[src/rtl/ivtmr_pkg.sv]
package ivtmr_pkg;

  typedef enum logic [1:0] {
    CMD_STOP       = 2'b00,
    CMD_LOAD_LONG  = 2'b01,
    CMD_LOAD_SHORT = 2'b10,
    CMD_RUN        = 2'b11
  } timerCmd_e;

  typedef struct packed {
    logic loadLong;
    logic loadShort;
    logic runActive;
    logic countEn;
  } timerStrobe_t;

endpackage

[src/rtl/ivtmr_ctrl.sv]
module ivtmr_ctrl
  import ivtmr_pkg::*;
(
  input  logic         clk,
  input  logic         rst,
  input  logic [1:0]   cmd,
  input  logic         secTick,
  output timerStrobe_t strb
);

  timerCmd_e cmdDec;

  always_comb begin
    cmdDec = timerCmd_e'(cmd);
    strb   = '0;
    unique case (cmdDec)
      CMD_LOAD_LONG:  strb.loadLong  = 1'b1;
      CMD_LOAD_SHORT: strb.loadShort = 1'b1;
      CMD_RUN: begin
        strb.runActive = 1'b1;
        strb.countEn   = secTick;
      end
      default: ;
    endcase
  end

  // at most one action strobe per cycle; counting only while running
  assert_one_action_R4: assert property (@(posedge clk) disable iff (rst)
    $onehot0({strb.loadLong, strb.loadShort, strb.runActive}) &&
    (!strb.countEn || strb.runActive));

endmodule

[src/rtl/ivtmr_datapath.sv]
module ivtmr_datapath
  import ivtmr_pkg::*;
#(
  parameter int LONG_SECS  = 30,
  parameter int SHORT_SECS = 3,
  parameter int CNT_W      = 5
) (
  input  logic         clk,
  input  logic         rst,
  input  timerStrobe_t strb,
  output logic         done
);

  localparam logic [CNT_W-1:0] LONG_VAL  = CNT_W'(LONG_SECS);
  localparam logic [CNT_W-1:0] SHORT_VAL = CNT_W'(SHORT_SECS);

  logic [CNT_W-1:0] count;
  logic             countZero;
  logic             anyLoad;

  assign countZero = (count == '0);
  assign anyLoad   = strb.loadLong | strb.loadShort;

  always_ff @(posedge clk) begin
    if (rst) begin
      count <= '0;
      done  <= 1'b0;
    end else if (strb.loadLong) begin
      count <= LONG_VAL;
      done  <= 1'b0;
    end else if (strb.loadShort) begin
      count <= SHORT_VAL;
      done  <= 1'b0;
    end else if (strb.runActive) begin
      done <= done | countZero;
      if (strb.countEn && !countZero) count <= count - CNT_W'(1);
    end
  end

  // long load sets the count and clears done
  assert_long_load_R2: assert property (@(posedge clk) disable iff (rst)
    strb.loadLong |=> (count == LONG_VAL) && !done);

  // short load sets the count and clears done
  assert_short_load_R3: assert property (@(posedge clk) disable iff (rst)
    strb.loadShort |=> (count == SHORT_VAL) && !done);

  // ticked run decrements by one or stays at zero
  assert_tick_step_R4: assert property (@(posedge clk) disable iff (rst)
    strb.countEn && !anyLoad |=>
      (count == $past(count) - CNT_W'(1)) || ($past(count) == '0 && count == '0));

  // count never exceeds the long preset
  assert_count_range_R4: assert property (@(posedge clk) disable iff (rst)
    count <= LONG_VAL);

  // run without tick leaves the count alone
  assert_no_tick_hold_R5: assert property (@(posedge clk) disable iff (rst)
    strb.runActive && !strb.countEn |=> $stable(count));

  // stop freezes count and done
  assert_stop_hold_R6: assert property (@(posedge clk) disable iff (rst)
    !anyLoad && !strb.runActive |=> $stable(count) && $stable(done));

  // done is sticky until a load
  assert_done_sticky_R7: assert property (@(posedge clk) disable iff (rst)
    done && !anyLoad |=> done);

endmodule

[src/rtl/interval_timer.sv]
module interval_timer
  import ivtmr_pkg::*;
#(
  parameter int LONG_SECS  = 30,
  parameter int SHORT_SECS = 3
) (
  input  logic       clk,
  input  logic       rst,
  input  logic       secTick,
  input  logic [1:0] cmd,
  output logic       done
);

  localparam int MAX_SECS = (LONG_SECS > SHORT_SECS) ? LONG_SECS : SHORT_SECS;
  localparam int CNT_W    = $clog2(MAX_SECS + 1);

  timerStrobe_t strb;

  ivtmr_ctrl i_ctrl (
    .clk     (clk),
    .rst     (rst),
    .cmd     (cmd),
    .secTick (secTick),
    .strb    (strb)
  );

  ivtmr_datapath #(
    .LONG_SECS  (MAX_SECS),
    .SHORT_SECS (SHORT_SECS),
    .CNT_W      (CNT_W)
  ) i_datapath (
    .clk  (clk),
    .rst  (rst),
    .strb (strb),
    .done (done)
  );

endmodule

[config.mk]
export PLATFORM = sky130hd
export DESIGN_NAME = interval_timer
export DESIGN_NICKNAME = d
export VERILOG_FILES = /design/src/rtl/ivtmr_pkg.sv /design/src/rtl/ivtmr_ctrl.sv /design/src/rtl/ivtmr_datapath.sv /design/src/rtl/interval_timer.sv
export SDC_FILE = /design/constraint.sdc
export NUM_CORES = 1
export LEC_CHECK = 0
export BUFFER_PORTS_ARGS = -buffer_cell sky130_fd_sc_hd__buf_4
export CORE_MARGIN = 2
export CORE_UTILIZATION = 30
export CTS_CLUSTER_SIZE = 10
export DETAILED_ROUTE_END_ITERATION = 8
export HOLD_SLACK_MARGIN = 0.05
export PLACE_DENSITY = 0.44
export REMOVE_ABC_BUFFERS = 1
export SLEW_MARGIN = 40
export SYNTH_ARGS = -nofsm -noshare
export SYNTH_HDL_FRONTEND = slang
export SYNTH_SLANG_ARGS = --single-unit
[constraint.sdc]
create_clock -name clk -period 1.8 [get_ports clk]
set_clock_uncertainty 0.05 [all_clocks]
set_input_delay 0.09 -clock clk [delete_from_list [all_inputs] [get_ports clk]]
set_output_delay 0.09 -clock clk [all_outputs]
set_load 0.02 [all_outputs]
; ---- Word-level counts from Yosys, hierarchy flattened
; Cells that the tools add are included.
[op_classes]
addsub = 1
bitwise = 1
n_reduce_logical = 11
n_mux = 7
eq_ne = 3
[op_table]
columns = op, n
row1 = 2-to-1 mux 5 bit, 4
row2 = nonzero test 3 bit, 2
row3 = zero test 5 bit, 1
row4 = "subtractor 5 x 1 -> 5 bit, second input constant", 1
row5 = "== test 2 bit, second input constant", 2
row6 = AND reduction 2 bit, 2
row7 = nonzero test 2 bit, 2
row8 = OR reduction 3 bit, 1
row9 = "== test 2 x 1 -> 1 bit, second input constant", 1
row10 = 2-to-1 mux 1 bit, 2
row11 = 2-to-1 mux 2 bit, 1
row12 = OR reduction 2 bit, 1
row13 = logical AND 1 bit, 1
row14 = zero test 1 bit, 1
row15 = bitwise OR 1 bit, 1
[totals]
elab_cells = 26
inputBits = 5
out_inout_bits = 1
regBits = 6

; ---- Longest topological paths before layout
; Gate-level depths: netlist (run 1).
[logic_depth]
word_depth = 7
mapped_depth = 6
mapped_depth_nobuf = 6

; ---- By module
; A second synthesis (run 1) with hierarchy kept.
[hier_totals]
hier_cells = 45
area_unflattened_um2 = 394.1
[by_module_without_submodules]
columns = mod, seq_area_each_um2, cells_each, area_each_um2, n_inst
row1 = ivtmr_datapath, 120.1, 41, 364.1, 1
row2 = ivtmr_ctrl, 0.0, 4, 30.0, 1

; ---- Least setup slack after synthesis (run 1)
; No wires, ideal clock.
[synth_path]
kind = register -> register
start = reg i_datapath.count[0]
end = reg i_datapath.count[1]
n_path_buf = 0
synth_period_minus_slack_ns = 1.639
arrival_ns = 1.501
slack_ns = 0.161
path_stages_with_launch = 6
setup_time_ns = 0.088
required_ns = 1.662
path_cell_list = dfxtp_1 inv_1 ha_1 or4b_4 a41o_1 a311oi_2
[synth_between]
elab_chain_len = 5
word_cells_on_any_way = 10
classes_between = 1 x add/sub / 4 x mux / 5 x reduce/logical
[synth_rtl]
columns = element, line_no
row1 = from (decl), ivtmr_datapath.sv:17  ; logic [CNT_W-1:0] count;
row2 = from (signal assigned), ivtmr_datapath.sv:36  ; if (strb.countEn && !countZero) count <= count - CNT_W'(1);
row3 = subtractor 5 x 1 -> 5 bit or zero test 5 bit (tied branches), "ivtmr_datapath.sv:36, ivtmr_datapath.sv:21"
row4 = 2-to-1 mux 5 bit or zero test 1 bit (tied branches), ivtmr_datapath.sv:36
row5 = 2-to-1 mux 5 bit or logical AND 1 bit (tied branches), "ivtmr_datapath.sv:34, ivtmr_datapath.sv:36"
row6 = 2-to-1 mux 5 bit or nonzero test 3 bit (tied branches), --
row7 = 2-to-1 mux 5 bit or AND reduction 2 bit (tied branches), --
; Several ways; a longest one is shown, not always the timed one. The select of a mux whose other input is x is not followed.
; A chain may end at the register's enable or synchronous reset.

; ---- Worst setup path in the final report (run 1)
; Ends and elaborated chain as after synthesis.

==> results.ini, run 1 <==
[run_status]
outcome=completed

[grt]
grt_pass1_vias=316
grt_overflow_total=0
grt_max_degree=10
grt_pass1_wl_mm=1.24
grt_use_total_pct=11.9
antenna_found_initial=0

[worst_setup_path]
critical_path.max_stage_delay_ns=0.50
crit_type=flop to flop
cp_data_required_time_ns=1.90
crit_path_end_kind=flop
cp_max_fo=5
crit_path_cell_trace=inv_1 -> ha_1 -> or4b_4 -> a41o_4 -> a311oi_2
arrival_ns=1.80
start_kind=flop
slowest_stage=or4b_4

[detailed_routing]
antenna_left=0
routed.top_layer=met3
wl_met3_um=51
num_vias=368
dr_wl_met2_um=425
drt_pass1_iterations=4
finalWirelength_um=855
drt_iter0_markers=2
vias_per_cell=5.11
drc_errors=0
drt-met1-wl_um=378
routedWlPerCell_um=11.9

[placed_design]
placedCellCount=68
gp_congestion=0.803
port_buffers=5
dp_hpwl_um=613

[die]
rows=13
die_w_um=40.4
die_h_um=40.4
core_area_sq_mm=0.00127
start_util_pct=31.4
io_pins=6
dieArea_sq_mm=0.00163

[clock_network]
clk-insertion-delay-late_ns=0.25
cts_sinks=6
clockBufferDepth=2
path_clk_slew_ns=0.05
htreeDepth=1
cts_setup_buffers=0
ctsRootBufferMaster=clkbuf_4
cts_tree=yes
numCtsBuffers=3

[min_path]
hp-class=input port to flop

[finish]
area_growth_syn_to_layout_pct=28.0
drive_above_1_share_pct=24.6
final_nets=69
fin_cells=72
fillers=138
utilization_pct=40.1
antenna_cells=0

[synth]
synth_cell_types=20
syn-mean-instance-area_sq_um=8.29
ys_seq_area_share_pct=30.2
yosys-mux-area-fraction_pct=0
synth-compound-area-share_pct=23.3
synth_top_family_by_area=compound AO/OA/AOI/OAI gates
synth_top_area_share_pct=30.2
synth-xor-area-share_pct=2.20
synth_area_sq_um=398
synth_top_area_cell=dfxtp_1
yosys_warnings=0
synth-seq-cells=6
synth_area_leaders=dfxtp_1 30%, ha_1 16%, o21ai_0 7.5%, inv_1 5.7%, nor2_1 5.7%
synth_edf_count=0
ys.flop_type=dfxtp_1
async_flop_share_pct=0
synthCells=48
synthTopCellsByCount=6 x dfxtp_1, 6 x inv_1, 6 x nor2_1, 6 x o21ai_0, 5 x ha_1
yosys.area_share.simple_pct=22.0
synthAdderAreaFrac_pct=15.7

[run]
cap_violations=0

[sta]
period_share_pct=94.3
setup_viol=0
slew_headroom_pct=78.8
period_needed_ns=1.70
finalHoldViolations=0
fmax_mhz=589
timing.hold.ws_ns=0.286
rsz0062_at_grt=no
drv_slew=0
worst_pin_slew_ns=0.318
tns_ns=0

[pwr]
ir_drop_v=0.000393
p_leak_nw=0.212
power.total_w=0.000417
power_density_mw_per_mm2=818

path summary, 6_finish.rpt:
check	startpoint	end	slack (ns)	cells past startpoint
hold reg to reg	i_datapath.count[4]	i_datapath.count[4]	0.45	2
setup / recovery	i_datapath.count[0]	i_datapath.count[1]	0.10	5
setup reg to reg	i_datapath.count[0]	i_datapath.count[1]	0.10	5
hold / removal	cmd[0]	i_datapath.done	0.29	3
registers in the layout, summed over array words and instances, names as in the netlist:
| name | count |
|---|---|
| i_datapath.count | 5 |
| i_datapath.done | 1 |
cells in the final DEF (no fill, tap or decap), types with 2 or more instances in the layout:
| cell | Yosys | final |
|---|---|---|
| dfxtp_1 | 6 | 6 |
| nor2b_1 | 2 | 2 |
| a21oi_1 | 3 | 3 |
| inv_1 | 6 | 6 |
| nor2_1 | 6 | 6 |
| o21ai_0 | 6 | 6 |
| clkbuf_4 | 0 | 3 |
| nor3b_1 | 2 | 2 |
| buf_4 | 0 | 6 |
| ha_1 | 5 | 5 |
per-layer routing:
| metal | up-vias | global-route usage [%] |
|---|---|---|
| met5 | - | 0 |
| met4 | 0 | 2.50 |
| met3 | 0 | 6.67 |
| met2 | 7 | 19.8 |
| met1 | 172 | 12.9 |
| li1 | 189 | - |
area by class of cell:
type | instances | area (sq um) | area share [%]
Tap cell | 15 | 18.8 | 3.69
Timing Repair Buffer | 7 | 55.1 | 10.8
Multi-Input combinational cell | 35 | 270 | 53.1
Sequential cell | 6 | 120 | 23.6
Inverter | 6 | 22.5 | 4.42
Clock buffer | 3 | 22.5 | 4.42
where the power goes:
group	internal [W]	total [W]	switching (W)
Sequential	0.000148	0.000160	0.0000118
Clock	0.0000756	0.000126	0.0000506
Combinational	0.0000667	0.000131	0.0000641
metrics by stage:
stage / instance area [sq um] / setup slack (ns)
floorplan: 394 / 0.161
global placement: 458 / 0.0163
finish: 509 / 0.103
detailed placement: 458 / 0.0512
CTS: 490 / 0.0471
global route: 509 / 0.00731
cells by family after synthesis:
family | count (synthesis)
AOI/OAI and AO/OA | 14
xor gates and xnor gates | 1
adders and majority gates | 5
buffers and inverters | 7
DFF | 6
and+or+nand+nor | 15
critical path: cells and delay by family, from the launching register on:
family / cells / cell delay, ns
buf+inv: 1 / 0.06
compound gates: 2 / 0.52
fa+ha+maj: 1 / 0.15
flops: 1 / 0.32
simple gates: 1 / 0.50
repair_timing:
action	CTS	global route
hold endpoints to repair	5	0
setup endpoints to repair	0	4
gates resized for setup	0	2
hold buffers	1	0
Power figures use the tool's default switching activity.
==> inputs of run 2 (changes only) <==
--- a/config.mk
+++ b/config.mk
@@ -12,6 +12,7 @@
 export DETAILED_ROUTE_END_ITERATION = 8
 export HOLD_SLACK_MARGIN = 0.05
 export PLACE_DENSITY = 0.44
+export RECOVER_POWER = 25
 export REMOVE_ABC_BUFFERS = 1
 export SLEW_MARGIN = 40
 export SYNTH_ARGS = -nofsm -noshare
==> run 2 against run 1 <==
Effect of this change: maximum frequency is the same; wire length grew 0.23%; hold slack is the same; sequential cell count is the same; die area is the same; setup slack is the same; critical path depth is the same; total power shrank 0.19%; design area shrank 0.74%; sequential share of layout area grew 0.18 points; core utilization shrank 0.30 points; critical endpoint unchanged; largest power group unchanged; highest routed layer unchanged.
==> results.ini, run 2 (synthesis results as in run 1) <==
[sta]
setup_viol=0
rsz0062_at_grt=no
period_needed_ns=1.70
worst_pin_slew_ns=0.318
finalHoldViolations=0
period_share_pct=94.3
drv_slew=0
layout_setup_ws_ns=0.103
fmax_mhz=589
tns_ns=0
slew_headroom_pct=78.8

[finish]
area_growth_syn_to_layout_pct=27.0
design_area_sq_um=505
final_nets=69
top_register=i_datapath.count
mostFrequentLayoutCells=6 x inv_1, 6 x nor2_1, 6 x o21ai_0, 6 x dfxtp_1
largest_reg_flops=5
fin_cells=72
reg.largest.list=i_datapath.count x5, i_datapath.done x1
antenna_cells=0
drive_above_1_share_pct=22.8

[placed_design]
gp_congestion=0.803
placed_cell_area_sq_um=458
placedCellCount=68
port_buffers=5
pre_cts_ws_ns=0.0512
dp_hpwl_um=613

[pwr]
power_frac_seq_pct=38.4
pwr-share-comb_pct=31.3
p_sw_share_pct=30.4
power.total_w=0.000416
switchingPower_w=0.000126
ir_drop_v=0.000393
power_density_mw_per_mm2=822
internal-power_w=0.000289
clkPwrFrac_pct=30.3
p_leak_nw=0.208

[min_path]
min_from=cmd[0]
hp-class=input port to flop

[detailed_routing]
drt_pass1_iterations=4
drt_iter0_markers=2
routedWlPerCell_um=11.9
antenna_left=0
finalWirelength_um=857
drc_errors=0
vias_per_cell=5.11
num_vias=368

[grt]
grt_pass1_vias=316
grt_pass1_wl_mm=1.24
grt_max_degree=10
grt_overflow_total=0
antenna_found_initial=0
grt_use_total_pct=11.9

[worst_setup_path]
crit_type=flop to flop
slowest_stage=or4b_4
cp_top_family=compound AO/OA/AOI/OAI gates
start_kind=flop
cp_data_required_time_ns=1.90
arrival_ns=1.80
critical_path.max_stage_delay_ns=0.50
cp_max_fo=5
crit_path_cell_trace=inv_1 -> ha_1 -> or4b_4 -> a41o_4 -> a311oi_2
worstSetupStartpoint=i_datapath.count[0]
r2r_start=i_datapath.count[0]
cp.buffers_inverters=1
crit_path_end_kind=flop

[run]
cap_violations=0

[die]
start_util_pct=31.4
dieArea_sq_mm=0.00163
die_h_um=40.4
rows=13
io_pins=6
core_area_sq_mm=0.00127
die_w_um=40.4

[clock_network]
clockBufferDepth=2
clk-insertion-delay-late_ns=0.25
numCtsBuffers=3
cts_setup_buffers=0
cts_tree=yes
htreeDepth=1
ctsRootBufferMaster=clkbuf_4
path_clk_slew_ns=0.05
cts_sinks=6

[run_status]
outcome=completed

## run 2: changes by cell type in the layout (fill, tap and decap cells not counted)
cell,change
buf_4,-1
clkbuf_1,+1
## run 2: per-layer routing
| metal | track usage [%] | part of all wire (%) | vias up |
|---|---|---|---|
| li1 | - | - | 189 |
| met1 | 12.9 | 44 | 172 |
| met2 | 19.8 | 50 | 7 |
| met3 | 6.67 | 6.1 | 0 |
| met4 | 2.50 | 0 | 0 |
| met5 | 0 | 0 | - |
## run 2: path summary, 6_finish.rpt
kind	end	slack, ns	cells past startpoint
setup / recovery	i_datapath.count[1]	0.10	5
hold / removal	i_datapath.done	0.29	3
setup reg to reg	i_datapath.count[1]	0.10	5
hold reg to reg	i_datapath.count[4]	0.45	2
## run 2: worst reg2reg max path: stages (launching register included)
cell and delay, ns:
dfxtp_1 0.32, inv_1 0.06, ha_1 0.15, or4b_4 0.50
a41o_4 0.29, a311oi_2 0.23
## run 2: final cells by class
| type | count | area [sq um] |
|---|---|---|
| Inverter | 6 | 22.5 |
| Tap cell | 15 | 18.8 |
| Multi-Input combinational cell | 35 | 270 |
| Fill cell | 138 | 763 |
| Clock buffer | 3 | 22.5 |
| Sequential cell | 6 | 120 |
| Timing Repair Buffer | 7 | 51.3 |
## run 2: timing repair
item	4_1_cts	5_1_grt
hold endpoints to repair	5	0
hold buffers	1	0
gates resized for setup	0	2
setup endpoints to repair	0	4
## run 2: per-stage QoR
stage	hold WS [ns]	utilization, %
2_1_floorplan	0.108	-
3_3_place_gp	0.257	36.1
3_5_place_dp	0.263	36.1
4_1_cts	0.270	38.7
5_1_grt	0.308	39.8
6_report	0.286	39.8
## run 2: power groups by stage
stage                     Clock [W]  Sequential (W)  Combinational [W]
after floorplan                   0        0.000160          0.0000866
after global placement            0        0.000162           0.000119
after detailed placement          0        0.000162           0.000120
after CTS                  0.000129        0.000160           0.000122
after global routing       0.000135        0.000162           0.000145
final                      0.000126        0.000160           0.000130
==> inputs of run 3 (changes only) <==
--- a/config.mk
+++ b/config.mk
@@ -11,7 +11,6 @@
 export CTS_CLUSTER_SIZE = 10
 export DETAILED_ROUTE_END_ITERATION = 8
 export HOLD_SLACK_MARGIN = 0.05
-export PLACE_DENSITY = 0.44
 export RECOVER_POWER = 25
 export REMOVE_ABC_BUFFERS = 1
 export SLEW_MARGIN = 40
==> run 3 against run 2 <==
Effect of this change: wire length unchanged; clock power about the same; register-to-register slack about the same; non-clock buffer count decreased by 1; largest power group unchanged.
==> results.ini, run 3 (synthesis results as in run 1) <==
[run_status]
outcome=completed

[finish]
reg.largest.list=i_datapath.count x5, i_datapath.done x1
final_nets=68
drive_above_1_share_pct=23.2
design_area_sq_um=510
largest_reg_flops=5
antenna_cells=0
utilization_pct=40.2
top_register=i_datapath.count
area_growth_syn_to_layout_pct=28.3
mostFrequentLayoutCells=6 x inv_1, 6 x nor2_1, 6 x o21ai_0, 6 x dfxtp_1

[placed_design]
pre_cts_ws_ns=0.0299
port_buffers=5
placed_cell_area_sq_um=450
dp_hpwl_um=602
gp_congestion=0.769

[run]
cap_violations=0

[grt]
grt_max_degree=10
grt_use_total_pct=12.1
grt_pass1_vias=309
antenna_found_initial=0
grt_pass1_wl_mm=1.32
grt_overflow_total=0

[sta]
slew_headroom_pct=79.1
tns_ns=0
fmax_mhz=588
drv_slew=0
timing.hold.ws_ns=0.263
period_share_pct=94.4
setup_viol=0
layout_setup_ws_ns=0.100
worst_pin_slew_ns=0.314
rsz0062_at_grt=no
finalHoldViolations=0
period_needed_ns=1.70

[pwr]
p_sw_share_pct=31.2
switchingPower_w=0.000132
ir_drop_v=0.000266
p_leak_nw=0.204
power_frac_seq_pct=38.0
internal-power_w=0.000290
power_density_mw_per_mm2=826
pwr-share-comb_pct=31.5
clkPwrFrac_pct=30.5

[detailed_routing]
antenna_left=0
num_vias=363
drt_iter0_markers=5
drc_errors=0
vias_per_cell=5.11
routedWlPerCell_um=12.1
finalWirelength_um=857
drt_pass1_iterations=4

[die]
die_w_um=40.4
die_h_um=40.4
start_util_pct=31.4
rows=13
dieArea_sq_mm=0.00163
core_area_sq_mm=0.00127
io_pins=6

[worst_setup_path]
cp_data_required_time_ns=1.91
crit_type=flop to flop
cp_max_fo=5
arrival_ns=1.81
crit_path_end_kind=flop
start_kind=flop
rr_worst_depth=5

[clock_network]
cts_tree=yes
cts_sinks=6
numCtsBuffers=3
clk-insertion-delay-late_ns=0.25
path_clk_slew_ns=0.05
cts_setup_buffers=0
clockBufferDepth=2
ctsRootBufferMaster=clkbuf_4
htreeDepth=1

[min_path]
hp-class=input port to flop
hold-path-cell-count=4

[run 3: stage by stage]
stage	std cells	power, W
2_1_floorplan	47	0.000247
3_3_place_gp	67	0.000276
3_5_place_dp	67	0.000277
4_1_cts	71	0.000410
5_1_grt	71	0.000452
6_report	71	0.000422
[run 3: final cells by class]
cell class	instances	area (sq um)
inverter	6	22.5
clock buffer	3	22.5
sequential	6	120
timing repair buffer	6	43.8
tap	15	18.8
multi-input combinational	35	283
fill	136	758
[run 3: critical path, stage by stage, from the launching register on]
cell	delay [ns]
dfxtp_1	0.32
inv_1	0.09
ha_4	0.14
or4b_4	0.50
a41o_4	0.29
a311oi_2	0.21
[run 3: routing by layer]
metal | wire [um] | GRT usage (%) | up-vias
met5 | 0 | 0 | -
met4 | 6 | 7.50 | 0
met3 | 22 | 3.33 | 2
met2 | 430 | 16.7 | 9
met1 | 398 | 16.3 | 166
li1 | - | - | 186
[run 3: final timing paths]
| path | slack (ns) | to | startpoint |
|---|---|---|---|
| setup / recovery | 0.10 | i_datapath.count[1] | i_datapath.count[0] |
| hold / removal | 0.26 | i_datapath.count[0] | secTick |
| setup reg to reg | 0.10 | i_datapath.count[1] | i_datapath.count[0] |
| hold reg to reg | 0.46 | i_datapath.count[4] | i_datapath.count[4] |
[run 3: power by group through the flow]
stage	Sequential, W	Combinational, W	Clock (W)
after floorplan	0.000160	0.0000866	0
after global placement	0.000163	0.000113	0
after detailed placement	0.000162	0.000114	0
after CTS	0.000160	0.000117	0.000134
after global routing	0.000163	0.000148	0.000142
final	0.000160	0.000133	0.000129
[run 3: timing repair]
item                                    CTS  global route
resized for setup                         0             4
endpoints found under the setup margin    0             4
hold buffers                              1             0
hold endpoints to repair                  5             0
